[config.mk]
export PLATFORM = sky130hd
export DESIGN_NAME = mmio_region_decoder
export DESIGN_NICKNAME = d
export VERILOG_FILES = /design/src/rtl/mmio_dec_pkg.sv /design/src/rtl/mmio_region_match.sv /design/src/rtl/mmio_access_check.sv /design/src/rtl/mmio_region_decoder.sv
export SDC_FILE = /design/constraint.sdc
export NUM_CORES = 1
export LEC_CHECK = 0
export BUFFER_PORTS_ARGS = -buffer_cell sky130_fd_sc_hd__buf_2
export CAP_MARGIN = 10
export CORE_AREA = 3 3 117 119
export CTS_CLUSTER_DIAMETER = 80
export DETAILED_ROUTE_END_ITERATION = 10
export DIE_AREA = 0 0 120 122
export PLACE_DENSITY = 0.7
export SYNTH_ARGS = -nofsm -noshare
export SYNTH_HDL_FRONTEND = slang
export SYNTH_SLANG_ARGS = --single-unit
[constraint.sdc]
create_clock -name clk -period 5.2 [get_ports clk]
set_clock_uncertainty 0.05 [all_clocks]
set_input_delay 1.04 -clock clk [delete_from_list [all_inputs] [get_ports clk]]
set_output_delay 1.04 -clock clk [all_outputs]
set_load 0.01 [all_outputs]
[src/rtl/mmio_dec_pkg.sv]
package mmio_dec_pkg;
  typedef enum logic [1:0] {
    SZ_B1 = 2'd0,
    SZ_B2 = 2'd1,
    SZ_B4 = 2'd2,
    SZ_B8 = 2'd3
  } acc_size_e;

  localparam int PERM_W  = 3;
  localparam int PERM_8  = 0;
  localparam int PERM_32 = 1;
  localparam int PERM_64 = 2;

  // byte lanes covered by an access of the given size, byte 0 in bits 7:0
  function automatic logic [63:0] lane_mask(acc_size_e s);
    case (s)
      SZ_B1:   return 64'h0000_0000_0000_00FF;
      SZ_B2:   return 64'h0000_0000_0000_FFFF;
      SZ_B4:   return 64'h0000_0000_FFFF_FFFF;
      default: return 64'hFFFF_FFFF_FFFF_FFFF;
    endcase
  endfunction
endpackage

[src/rtl/mmio_region_match.sv]
module mmio_region_match #(
  parameter int AW   = 16,
  parameter int NREG = 4,
  parameter int IDXW = 2,
  parameter logic [NREG-1:0][AW-1:0] STARTS = '0,
  parameter logic [NREG-1:0][AW-1:0] LENS   = '0
) (
  input  logic [AW-1:0]   off,
  output logic            hit,
  output logic [IDXW-1:0] idx
);
  logic [NREG-1:0] in_rng;

  // one comparator pair per region, one bit wider to avoid end wrap
  generate
    for (genvar g = 0; g < NREG; g++) begin : g_cmp
      logic [AW:0] lo, hi;
      assign lo = {1'b0, STARTS[g]};
      assign hi = {1'b0, STARTS[g]} + {1'b0, LENS[g]};
      assign in_rng[g] = ({1'b0, off} >= lo) && ({1'b0, off} < hi);
    end
  endgenerate

  // lowest index wins
  always_comb begin
    hit = 1'b0;
    idx = '0;
    for (int i = NREG - 1; i >= 0; i--) begin
      if (in_rng[i]) begin
        hit = 1'b1;
        idx = i[IDXW-1:0];
      end
    end
  end
endmodule

[src/rtl/mmio_access_check.sv]
module mmio_access_check
  import mmio_dec_pkg::*;
(
  input  logic [PERM_W-1:0] perm,
  input  acc_size_e         size,
  input  logic [2:0]        addr_lo,
  output logic              ok
);
  always_comb begin
    case (size)
      SZ_B1:   ok = perm[PERM_8];
      SZ_B4:   ok = perm[PERM_32] && (addr_lo[1:0] == 2'b00);
      SZ_B8:   ok = perm[PERM_64] && (addr_lo == 3'b000);
      default: ok = 1'b0;
    endcase
  end
endmodule

[src/rtl/mmio_region_decoder.sv]
module mmio_region_decoder
  import mmio_dec_pkg::*;
#(
  parameter int AW   = 16,
  parameter int NREG = 4,
  parameter int IDXW = (NREG > 1) ? $clog2(NREG) : 1,
  parameter logic [AW-1:0] BASE = 16'h1000,
  parameter logic [NREG-1:0][AW-1:0] REG_START =
    {16'h0080, 16'h0040, 16'h0010, 16'h0000},
  parameter logic [NREG-1:0][AW-1:0] REG_LEN =
    {16'h0008, 16'h0020, 16'h0010, 16'h0010},
  parameter logic [NREG-1:0][2:0] REG_PERM =
    {3'b100, 3'b111, 3'b011, 3'b010}
) (
  input  logic            clk,
  input  logic            rst,
  input  logic            req_valid,
  input  logic            req_write,
  input  logic [1:0]      req_size,
  input  logic [AW-1:0]   req_addr,
  input  logic [63:0]     req_wdata,
  output logic            hdl_valid,
  output logic            hdl_write,
  output logic [IDXW-1:0] hdl_region,
  output logic [AW-1:0]   hdl_offset,
  output logic [1:0]      hdl_size,
  output logic [63:0]     hdl_wdata,
  input  logic [63:0]     hdl_rdata,
  output logic            rsp_valid,
  output logic            rsp_write,
  output logic            rsp_fwd,
  output logic [63:0]     rsp_rdata
);
  typedef struct packed {
    logic            v;
    logic            wr;
    logic            fwd;
    logic [IDXW-1:0] idx;
    logic [AW-1:0]   rel;
    acc_size_e       size;
    logic [63:0]     wdata;
  } stage_t;

  logic [AW-1:0]     off;
  logic              hit;
  logic [IDXW-1:0]   idx;
  logic              size_ok;
  logic [PERM_W-1:0] sel_perm;
  acc_size_e         size_in;
  stage_t            st;

  assign off     = req_addr - BASE;
  assign size_in = acc_size_e'(req_size);

  mmio_region_match #(
    .AW(AW), .NREG(NREG), .IDXW(IDXW),
    .STARTS(REG_START), .LENS(REG_LEN)
  ) u_match (
    .off(off), .hit(hit), .idx(idx)
  );

  always_comb begin
    sel_perm = '0;
    for (int i = 0; i < NREG; i++) begin
      if (idx == i[IDXW-1:0]) sel_perm = REG_PERM[i];
    end
  end

  mmio_access_check u_chk_acc (
    .perm(sel_perm), .size(size_in), .addr_lo(req_addr[2:0]), .ok(size_ok)
  );

  always_ff @(posedge clk) begin
    if (rst) begin
      st <= '0;
    end else begin
      st.v     <= req_valid;
      st.wr    <= req_write;
      st.fwd   <= req_valid && hit && size_ok;
      st.idx   <= idx;
      st.rel   <= off - REG_START[idx];
      st.size  <= size_in;
      st.wdata <= req_wdata;
    end
  end

  assign hdl_valid  = st.v && st.fwd;
  assign hdl_write  = st.wr;
  assign hdl_region = st.idx;
  assign hdl_offset = st.rel;
  assign hdl_size   = st.size;
  assign hdl_wdata  = st.wdata;

  assign rsp_valid = st.v;
  assign rsp_write = st.wr;
  assign rsp_fwd   = st.v && st.fwd;
  assign rsp_rdata = (st.v && st.fwd && !st.wr) ? (hdl_rdata & lane_mask(st.size)) : 64'd0;
endmodule

### Word level (Yosys, flattened, before mapping)

Cells that the tools add are included.
Widths: inputs -> output; s select.

* register bits after elaboration: 87
* input bits: 150
* output and inout port bits: 153
* logic and storage cells: 59

* add/sub/neg operators: 2
* $lt $le $gt $ge: 9
* equality and inequality tests: 7
* multiplexer cells: 17
* bitwise operators: 1
* reductions and logical operators: 16

Operator list (count)
* $pmux 64 s3: 1
* $and 64x64->64: 1
* $mux 64: 1
* $bmux 16 s2: 1
* $ge 16x1->1 const B: 1
* $ge 16x5->1 const B: 1
* $ge 16x7->1 const B: 1
* $ge 16x8->1 const B: 1
* $lt 16x5->1 const B: 1
* $lt 16x6->1 const B: 1
* $lt 16x7->1 const B: 1
* $lt 16x8->1 const B: 1
* $mux 16: 1
* $sub 16x13->16 const B: 1
* $sub 16x16->16: 1
* $eq 2x2->1 const B: 5
* $logic_and 1x1->1: 10
* $mux 2: 5
* $mux 3: 3
* $logic_not 2->1: 4
* $eq 2x1->1 const B: 2
* $mux 1: 4
* $logic_not 3->1: 1
* $lt 2x3->1 const B: 1
* other kinds (2): 2

### Logic depth before layout (Yosys ltp)

Gate-level depths: netlist of the first run.

* word-level depth: 15
* gate-level depth with buffers: 14
* depth with buffers taken out: 13

### Hierarchy

From an unflattened synthesis of the first run, not the netlist that was laid out.

* cell total of the unflattened synthesis: 419
* area, all modules: 3937.5 µm²

Modules (own cells, without submodules)
* mmio_region_decoder: instances 1, cells an instance 402, area each 3817.4 µm², seq. area each 1741.7 µm²
* mmio_region_match: instances 1, cells an instance 12, area each 80.1 µm², seq. area each 0.0 µm²
* mmio_access_check: instances 1, cells an instance 5, area each 40.0 µm², seq. area each 0.0 µm²

### Worst setup path before layout of the first run

OpenSTA, ideal clock, no wires.

* path type: input to register
* start point: input req_addr[12]
* end point: register st, in the netlist hdl_offset[15]
* setup time: 70 ps
* data arrival time: 3977 ps
* data required time: 5080 ps
* slack: 1103 ps
* stages: 14
* buffers on the path: 1
* cell sequence: clkbuf_1 inv_1 ha_1 or3b_1 o31ai_2 nand4_1 nor2_1 ha_1 inv_1 ha_1 or3_4 o21bai_4 or3_1 a21oi_1

* word-level cells in the longest chain between the ends: 10
* elaborated cells on any way between the ends: 20
* classes of those cells: add/sub: 2; order compare: 8; mux: 6; reduce/logical: 4

RTL lines
* start: declaration: line mmio_region_decoder.sv:20 `input logic [AW-1:0] req_addr,`
* $sub 16x13->16 *: line mmio_region_decoder.sv:52 `assign off = req_addr - BASE;`
* $ge 16x8->1 / $lt 16x8->1 (equally long branches): line mmio_region_match.sv:20 `assign in_rng[g] = ({1'b0, off} >= lo) && ({1'b0, off} < hi);`
* $logic_and 1x1->1: line mmio_region_match.sv:20
* $mux 2 (3 in a row): line mmio_region_match.sv:29 `if (in_rng[i]) begin`
* $mux 2 *: line mmio_region_match.sv:29
* net idx[1]: line mmio_region_decoder.sv:46 `logic [IDXW-1:0] idx;`
* $bmux 16 s2 *: line mmio_region_decoder.sv:81 `st.rel <= off - REG_START[idx];`
* $mux 16 (not written as such) *: line mmio_region_decoder.sv:81
* $sub 16x16->16 *: line mmio_region_decoder.sv:81
* end: declaration: line mmio_region_decoder.sv:50 `stage_t st;`

Mark *: on every way through the listed nets, which the timed path passes. The rest lies on a longest branch. The select of a mux whose other input is x is not followed.
A chain may end at the register's enable or synchronous reset.

### Final worst setup path of the first run

Ends and elaborated chain as after synthesis.

==> results of run 1 <==
[sequential cells by signal, summed over array words and instances (netlist names)]
name        cells
hdl_size        2
hdl_write       1
hdl_region      2
st              1
hdl_wdata      64
hdl_offset     16
rsp_valid       1
[metrics by stage]
step | total power, W | utilization | cells | cell area [um2]
final | 0.00154 | 0.418 | 813 | 5300
after global routing | 0.00162 | 0.418 | 813 | 5300
after CTS | 0.00157 | 0.418 | 812 | 5290
after detailed placement | 0.000910 | 0.394 | 796 | 4990
after global placement | 0.000907 | 0.394 | 796 | 4990
after floorplan | 0.000850 | - | 425 | 3970
[worst paths after layout]
kind / startpoint / end
min: req_wdata[28] / hdl_wdata[28]$_SDFF_PP0_
max: req_addr[12] / hdl_offset[15]$_SDFF_PP0_
[cell usage in the layout (no fill, tap or decap), drive strengths merged, types with 2 or more instances in the layout]
master  Yosys  layout
nor2b      76      76
nor2       11      11
o22ai       2       2
ha          9       9
or3         4       4
o21a        5       5
nor3b       2       2
nand4       2       2
clkbuf     17      12
nor3       13      13
and2       18      18
inv         8       8
a21oi       4       4
clkinv      0       2
and3       48      48
o31ai       2       2
o21ai       4       4
nand2b      2       2
nor4        2       2
dfxtp      87      87
buf        88     304
nand2       5       5
xor2        3       3
[area by class of cell]
type | count | area, um2 | area share
timing repair buffer | 304 | 1530 | 0.288
inverter | 8 | 30.0 | 0.00567
tap | 172 | 215 | 0.0406
clock inverter | 4 | 55.1 | 0.0104
clock buffer | 12 | 246 | 0.0466
multi-input combinational | 225 | 1480 | 0.279
antenna | 1 | 2.50 | 0.000473
sequential | 87 | 1740 | 0.329
[critical path, delay by kind of cell]
kind / cells / cell delay [ns]
AO/OA/AOI/OAI: 3 / 0.59
adder cells (fa/ha/maj): 3 / 0.66
buffers and inverters: 3 / 0.30
AND/OR/NAND/NOR: 5 / 1.66
[cells by family after synthesis]
family                   after synthesis
AND/OR/NAND/NOR                      188
buffers and inverters                113
flip-flops                            87
AO/OA/AOI/OAI                         22
adder cells (fa/ha/maj)                9
XOR/XNOR                               4
multiplexers                           2
[where the power goes]
group	switching, W	internal, W
combinational	0.0000859	0.0000914
sequential	0.0000125	0.000703
clock	0.000257	0.000387
total	0.000356	0.00118
[layer usage]
metal	part of all wire	vias to the layer above	global-route usage	routed length, um
li1	-	1712	-	-
met1	0.39	1525	0.182	4870
met2	0.51	154	0.281	6350
met3	0.071	19	0.0399	882
met4	0.022	0	0.0752	272
met5	0	-	0	0
==> impl_metrics.tcl, run 1 <==
set metrics [dict create \
    power.leakage_nw 3.00 \
    place.gp.congestion 0.791 \
    die_h_um 122 \
    cts.path.max_buffers 2 \
    synthesis.area_per_instance_um2 9.35 \
    setup_viol 0 \
    n_fill_cell 1313 \
    maximum_number_of_pins_on_one_net_before_global_route_repair 54 \
    clkSlewWorstSetupHoldPaths_ns 0.07 \
    all_layer_global_routing_usage 0.160 \
    cell_count_of_the_worst_hold_path 2 \
    fin_crit_sh 0.781 \
    critical_path_peak_fanout 10 \
    synthDominantAreaCellType "dfxtp_1" \
    drc 0 \
    gr-total-overflow 0 \
    postCtsResizedCells 0 \
    io_pins 303 \
    cts_tree "built" \
    drtAntennaViolNets 0 \
    synth_edf_count 0 \
    slew_headroom 0.370 \
    critPathKind "in -> reg" \
    xor_xnor_cell_area_share_of_the_yosys_netlist 0.00882 \
    post_dr_vias_cell 4.19 \
    drt-initial-drc-count 128 \
    htreeDepth 3 \
    post_synth_and_or_nand_nor_area_fraction 0.289 \
    unrepaired_setup_endpoints_after_global_routing "false" \
    end_kind "flip-flop" \
    maxClockFrequency_ghz 0.246 \
    synth.lib_cells_used.distinct 39 \
    hold_path.class "in -> reg" \
    cts_inserted_buffers 9 \
    post-route-worst-setup-slack_ns 1.14 \
    synthToLayoutAreaGrowth_pct 33.2 \
    final.min_clock_period_ns 4.06 \
    drive_gt1_frac 0.505 \
    ys_ff_latch 87 \
    postSynth.asyncResetShare 0 \
    setup_total_negative_slack_ns 0 \
    die_w_um 120 \
    synth.yosys.warnings 0 \
    cts.sink_count 87 \
    via_count_of_the_first_global_routing_pass 3279 \
    final-hold-violation-count 0 \
    outcome "finished clean" \
    synth_flop_cell "dfxtp_1" \
    cp_data_required_time_ns 5.40 \
    grt_first_pass_wirelength_um 17800 \
    worst-endpoint-arrival_ns 4.26 \
    floorplan.initialDensity 0.314 \
    cp-start-kind "input pin" \
    synth-compound-area-share 0.0403 \
    number_of_placement_rows 41 \
    detailroute.via_count 3410 \
    synthTopCellsByArea "dfxtp_1, buf_4, nor2b_1" \
    crit_slowest_cell "or3_4" \
    cts_root_buffer_type "clkbuf_16" \
    syn-cell-area_mm2 0.00397 \
    max_cap_violations 0 \
    path_cells "buf_2, inv_1, ha_1, or3b_1, o31ai_2, nand4_1, nor2_1, ha_1, inv_1, ha_1, or3_4, o21bai_4, or3_1, a21oi_1" \
    holdBufCountCts 0 \
    synth.area.mux_share 0.00535 \
    port_buffers 302 \
    maxSlewViolCount 0 \
    worst_path_most_repeated_cell "ha_1" \
    tightestPinTransition_ns 0.944 \
    synth_sequential_area_ratio 0.438 \
    die_area_mm2 0.0146 \
    power_density_mw_per_mm2 290 \
    dpl_worst_slack_ns 0.804 \
    synthAdderAreaFrac 0.0283 \
    post-synth-top-area-fraction 0.438 \
    number_of_nets_in_the_synthesized_netlist 584 \
    detail_route.wirelength_um 12400 \
    synth_top_family_by_area "simple AND/OR/NAND/NOR gates" \
    synth_top_cells_by_count "buf_4, dfxtp_1, nor2b_1" \
    cts.repair_timing.setup_buffer_count 0 \
    finalHoldWorstSlack_ns 0.861 \
    place_hpwl_um 10100 \
    floorplan.core_area_mm2 0.0127 \
    grt_antenna_before_repair 1 \
    critical-path-max-stage-delay_ns 0.40 \
    post_synthesis_cells 425 \
    dr.pass1.iters 4 \
    synth_most_common_cell "buf_4" \
    nets 794 \
    detail_route.wl_per_cell_um 15.2 \
    power.ir.vdd_worst_uv 121 \
]
Note: power is estimated with default switching activity, not from simulation.
==> inputs of run 2 (changes only) <==
==> constraint.sdc (replaced) <==
create_clock -name clk -period 3.8 [get_ports clk]
set_clock_uncertainty 0.05 [all_clocks]
set_input_delay 0.76 -clock clk [delete_from_list [all_inputs] [get_ports clk]]
set_output_delay 0.76 -clock clk [all_outputs]
set_load 0.01 [all_outputs]
==> impl_metrics.tcl, run 2 (synthesis results as in run 1) <==
set metrics [dict create \
    fin_crit_sh 0.926 \
    post-place-cells 806 \
    dr.pass1.iters 4 \
    cts_tree "built" \
    all_layer_global_routing_usage 0.160 \
    floorplan.core_area_mm2 0.0127 \
    combinationalPowerShare 0.116 \
    cp-start-kind "input pin" \
    power.ir.vdd_worst_uv 187 \
    hold_path.class "in -> reg" \
    cp_data_required_time_ns 4.02 \
    postCtsResizedCells 0 \
    worst_path_most_repeated_cell "ha_1" \
    timing.hold.worst.start "req_wdata[49]" \
    setup_total_negative_slack_ns 0 \
    grt_first_pass_wirelength_um 17900 \
    floorplan.initialDensity 0.314 \
    htreeDepth 3 \
    die_h_um 122 \
    drive_gt1_frac 0.512 \
    maxSlewViolCount 0 \
    cts_inserted_buffers 9 \
    final_cells 822 \
    p_int_w 0.00168 \
    critical-path-top-delay-family "simple AND/OR/NAND/NOR gates" \
    port_buffers 302 \
    slew_headroom 0.441 \
    cts_root_buffer_type "clkbuf_16" \
    clkSlewWorstSetupHoldPaths_ns 0.06 \
    final.min_clock_period_ns 3.52 \
    seq_power_share 0.453 \
    nets 804 \
    tightestPinTransition_ns 0.838 \
    worst-endpoint-arrival_ns 3.74 \
    setup_viol 0 \
    end_kind "flip-flop" \
    outcome "finished clean" \
    crit_slowest_cell "or3_4" \
    synthToLayoutAreaGrowth_pct 35.5 \
    post_dr_vias_cell 4.23 \
    holdBufCountCts 0 \
    cell_count_of_the_worst_hold_path 2 \
    path_cells "buf_2, inv_1, ha_1, or3b_1, o31ai_2, nand4_1, nor2_1, ha_1, inv_1, ha_1, or3_4, o21bai_4, or3_1, a21oi_1" \
    io_pins 303 \
    unrepaired_setup_endpoints_after_global_routing "false" \
    drt-initial-drc-count 137 \
    maximum_number_of_pins_on_one_net_before_global_route_repair 35 \
    design_power_total_w 0.00216 \
    critical_path_peak_fanout 5 \
    netSwitchingPower_w 0.000474 \
    cts.path.max_buffers 2 \
    detail_route.wirelength_um 12400 \
    cts.sink_count 87 \
    via_count_of_the_first_global_routing_pass 3219 \
    cp_num_buf_inv 3 \
    place_hpwl_um 10100 \
    number_of_placement_rows 41 \
    n_fill_cell 1304 \
    detailroute.via_count 3473 \
    most_common_library_cell_in_the_layout_ignoring_fill_and_taps "buf_2" \
    worstHoldEndpoint "hdl_wdata[49]$_SDFF_PP0_" \
    drtAntennaViolNets 0 \
    die_area_mm2 0.0146 \
    power.share.clock 0.431 \
    critPathKind "in -> reg" \
    grt_antenna_before_repair 2 \
    drc 0 \
    power.leakage_nw 3.05 \
    place.gp.congestion 0.839 \
    detail_route.wl_per_cell_um 15.1 \
    max_cap_violations 0 \
    largest_register_ff_count 64 \
    maxClockFrequency_ghz 0.284 \
    die_w_um 120 \
    commonest_cells_after_routing_fill_and_taps_aside "buf_2, dfxtp_1, nor2b_1" \
    p_sw_frac 0.220 \
    gr-total-overflow 0 \
    cts.repair_timing.setup_buffer_count 0 \
    critical-path-max-stage-delay_ns 0.40 \
    final-hold-violation-count 0 \
    power_density_mw_per_mm2 400 \
]
run 2: final cells by class:
class | instances | area (um2) | share of cell area
clock inverter | 3 | 67.6 | 0.0126
multi-input combinational | 225 | 1480 | 0.275
sequential | 87 | 1740 | 0.324
inverter | 8 | 30.0 | 0.00558
timing repair buffer | 314 | 1600 | 0.298
antenna | 1 | 2.50 | 0.000465
clock buffer | 12 | 246 | 0.0458
tap | 172 | 215 | 0.0400
run 2: power by group through the flow:
stage               registers [W]  logic [W]  clock network (W)
finish                   0.000976   0.000251           0.000929
CTS                      0.000976   0.000255           0.000961
floorplan                0.000993   0.000170                  0
global placement         0.000995   0.000250                  0
global route             0.000981   0.000278            0.00100
detailed placement       0.000996   0.000254                  0
run 2: how the worst max path moves through the flow:
stage,endpoint,from,slack (ns),cells after the start
2_1_floorplan,hdl_offset[15]$_SDFF_PP0_,req_addr[12],0.07,14
3_3_place_gp,hdl_offset[15]$_SDFF_PP0_,req_addr[13],0.08,14
3_5_place_dp,hdl_offset[15]$_SDFF_PP0_,req_addr[13],-0.07,14
4_1_cts,hdl_offset[15]$_SDFF_PP0_,req_addr[13],0.27,14
5_1_grt,hdl_offset[15]$_SDFF_PP0_,req_addr[13],0.07,14
6_report,hdl_offset[15]$_SDFF_PP0_,req_addr[12],0.28,14
run 2: per-stage QoR:
stage	instance area [um2]	utilization	worst slack [ns]	hold WS (ns)
2_1_floorplan	3980	-	0.0676	0.790
3_3_place_gp	5070	0.400	0.0814	0.917
3_5_place_dp	5070	0.400	-0.0668	0.922
4_1_cts	5380	0.425	0.274	0.564
5_1_grt	5380	0.425	0.0729	0.566
6_report	5380	0.425	0.281	0.579
run 2: metal layers:
metal,track usage,up-vias,share of wire
met5,0,-,0.0010
met4,0.0644,2,0.022
met3,0.0501,20,0.079
met2,0.293,146,0.53
met1,0.170,1574,0.37
li1,-,1731,-
==> inputs of run 3 (changes only) <==
--- a/config.mk
+++ b/config.mk
@@ -12,6 +12,7 @@
 export DETAILED_ROUTE_END_ITERATION = 10
 export DIE_AREA = 0 0 120 122
 export PLACE_DENSITY = 0.7
+export SETUP_SLACK_MARGIN = 0.5
 export SYNTH_ARGS = -nofsm -noshare
 export SYNTH_HDL_FRONTEND = slang
 export SYNTH_SLANG_ARGS = --single-unit
==> constraint.sdc (replaced) <==
create_clock -name clk -period 3.8 [get_ports clk]
set_clock_uncertainty 0.05 [all_clocks]
set_input_delay 0.19 -clock clk [delete_from_list [all_inputs] [get_ports clk]]
set_output_delay 0.19 -clock clk [all_outputs]
set_load 0.01 [all_outputs]
==> impl_metrics.tcl, run 3 (synthesis results as in run 1) <==
set metrics [dict create \
    grt_antenna_before_repair 0 \
    cp-start-kind "input pin" \
    htreeDepth 3 \
    final_cells 856 \
    unrepaired_setup_endpoints_after_global_routing "true" \
    detail_route.wirelength_um 12900 \
    timing.hold.worst.start "req_wdata[24]" \
    cp_data_required_time_ns 4.01 \
    number_of_placement_rows 41 \
    maximum_number_of_pins_on_one_net_before_global_route_repair 36 \
    post-place-cells 797 \
    gr-total-overflow 0 \
    n_fill_cell 1246 \
    clkSlewWorstSetupHoldPaths_ns 0.06 \
    grt_first_pass_wirelength_um 18800 \
    cell_count_of_the_worst_hold_path 2 \
    most_common_library_cell_in_the_layout_ignoring_fill_and_taps "buf_2" \
    drtAntennaViolNets 0 \
    all_layer_global_routing_usage 0.168 \
    cp_num_buf_inv 3 \
    die_w_um 120 \
    cts.sink_count 87 \
    critical-path-max-stage-delay_ns 0.40 \
    place.gp.congestion 0.794 \
    slew_headroom 0.477 \
    end_kind "flip-flop" \
    cts_root_buffer_type "clkbuf_16" \
    via_count_of_the_first_global_routing_pass 3460 \
    fin_crit_sh 0.835 \
    die_h_um 122 \
    io_pins 303 \
    outcome "finished clean" \
    cts_inserted_buffers 9 \
    tightestPinTransition_ns 0.784 \
    maxClockFrequency_ghz 0.315 \
    antenna_cells 0 \
    hold_path.class "in -> reg" \
    path_cells "buf_2, inv_1, ha_1, or3b_1, o31ai_2, nand4_1, nor2b_1, ha_2, inv_1, ha_1, or3_4, o21bai_4, or3_1, a21oi_1" \
    final-seq-area_mm2 0.00174 \
    maxSlewViolCount 0 \
    power.ir.vdd_worst_uv 189 \
    commonest_cells_after_routing_fill_and_taps_aside "buf_2, dfxtp_1, nor2b_1" \
    critical-path-top-delay-family "simple AND/OR/NAND/NOR gates" \
    crit_slowest_cell "or3_4" \
    drc 0 \
    critical_path_peak_fanout 10 \
    max_cap_violations 0 \
    critPathKind "in -> reg" \
    drt-initial-drc-count 117 \
    floorplan.initialDensity 0.314 \
    largest_register_ff_count 64 \
    final.min_clock_period_ns 3.17 \
    power_density_mw_per_mm2 365 \
    multi_input_comb_area_mm2 0.00149 \
    detailroute.via_count 3600 \
    port_buffers 302 \
    power.leakage_nw 3.17 \
    die_area_mm2 0.0146 \
    cts_tree "built" \
    setup_viol 0 \
    drive_gt1_frac 0.482 \
    worst-endpoint-arrival_ns 3.39 \
    cts.path.max_buffers 2 \
    worstHoldEndpoint "hdl_wdata[24]$_SDFF_PP0_" \
    place_hpwl_um 10100 \
    final-hold-violation-count 0 \
    post_dr_vias_cell 4.21 \
    detail_route.wl_per_cell_um 15.1 \
    synthToLayoutAreaGrowth_pct 44.0 \
    nets 838 \
    dr.pass1.iters 4 \
    floorplan.core_area_mm2 0.0127 \
    setup_total_negative_slack_ns 0 \
]
[run 3: changes by cell type in the layout (fill, tap and decap cells not counted), moves of 2 or more]
cell           change
inv_6              +2
buf_4              -8
clkinv_2           +2
dlygate4sd3_1     +42
clkbuf_1           -2
bufinv_16          -2
[run 3: area by class of cell]
class                           count  area share
Clock inverter                      6     0.00766
Sequential cell                    87       0.304
Clock buffer                       10      0.0418
Inverter                            8     0.00525
Multi-Input combinational cell    225       0.260
Timing Repair Buffer              348       0.343
Tap cell                          172      0.0376
[run 3: worst max path at each step]
stage,end,start,slack [ns],depth (start not counted)
global placement,hdl_offset[15]$_SDFF_PP0_,req_addr[12],0.43,14
detailed placement,hdl_offset[15]$_SDFF_PP0_,req_addr[12],0.26,14
finish,hdl_offset[15]$_SDFF_PP0_,req_addr[12],0.63,14
CTS,hdl_offset[15]$_SDFF_PP0_,req_addr[12],0.61,14
global route,hdl_offset[15]$_SDFF_PP0_,req_addr[12],0.45,14
floorplan,hdl_offset[15]$_SDFF_PP0_,req_addr[12],0.55,14
[run 3: layer usage]
metal | vias to the layer above | global-route usage | wire, um
met5 | - | 0 | 0
met4 | 0 | 0.0880 | 444
met3 | 28 | 0.0501 | 1010
met2 | 156 | 0.296 | 6510
met1 | 1618 | 0.183 | 4930
li1 | 1798 | - | -
[run 3: report_power, final]
group	switching, W	total [W]	internal, W	leakage, nW
clock	0.000366	0.000830	0.000464	0.139
combinational	0.000125	0.000279	0.000154	2.31
sequential	0.0000172	0.000978	0.000961	0.724
total	0.000509	0.00209	0.00158	3.17
[run 3: stage by stage]
step	setup slack [ns]	util	area [um2]	hold slack [ns]	total power (W)
floorplan	0.553	-	3970	0.220	0.00116
global placement	0.428	0.394	5000	0.347	0.00124
detailed placement	0.262	0.394	5000	0.352	0.00125
CTS	0.610	0.450	5700	0.00110	0.00212
global route	0.447	0.451	5720	0.00478	0.00219
finish	0.629	0.451	5720	0.0156	0.00209
[run 3: what timing repair did]
| action | 4_1_cts | 5_1_grt |
|---|---|---|
| hold buffers | 42 | 0 |
| buffers inserted | 0 | 1 |
| gates resized for setup | 0 | 3 |
| hold endpoints to repair | 42 | 0 |
| endpoints found under the setup margin | 0 | 2 |
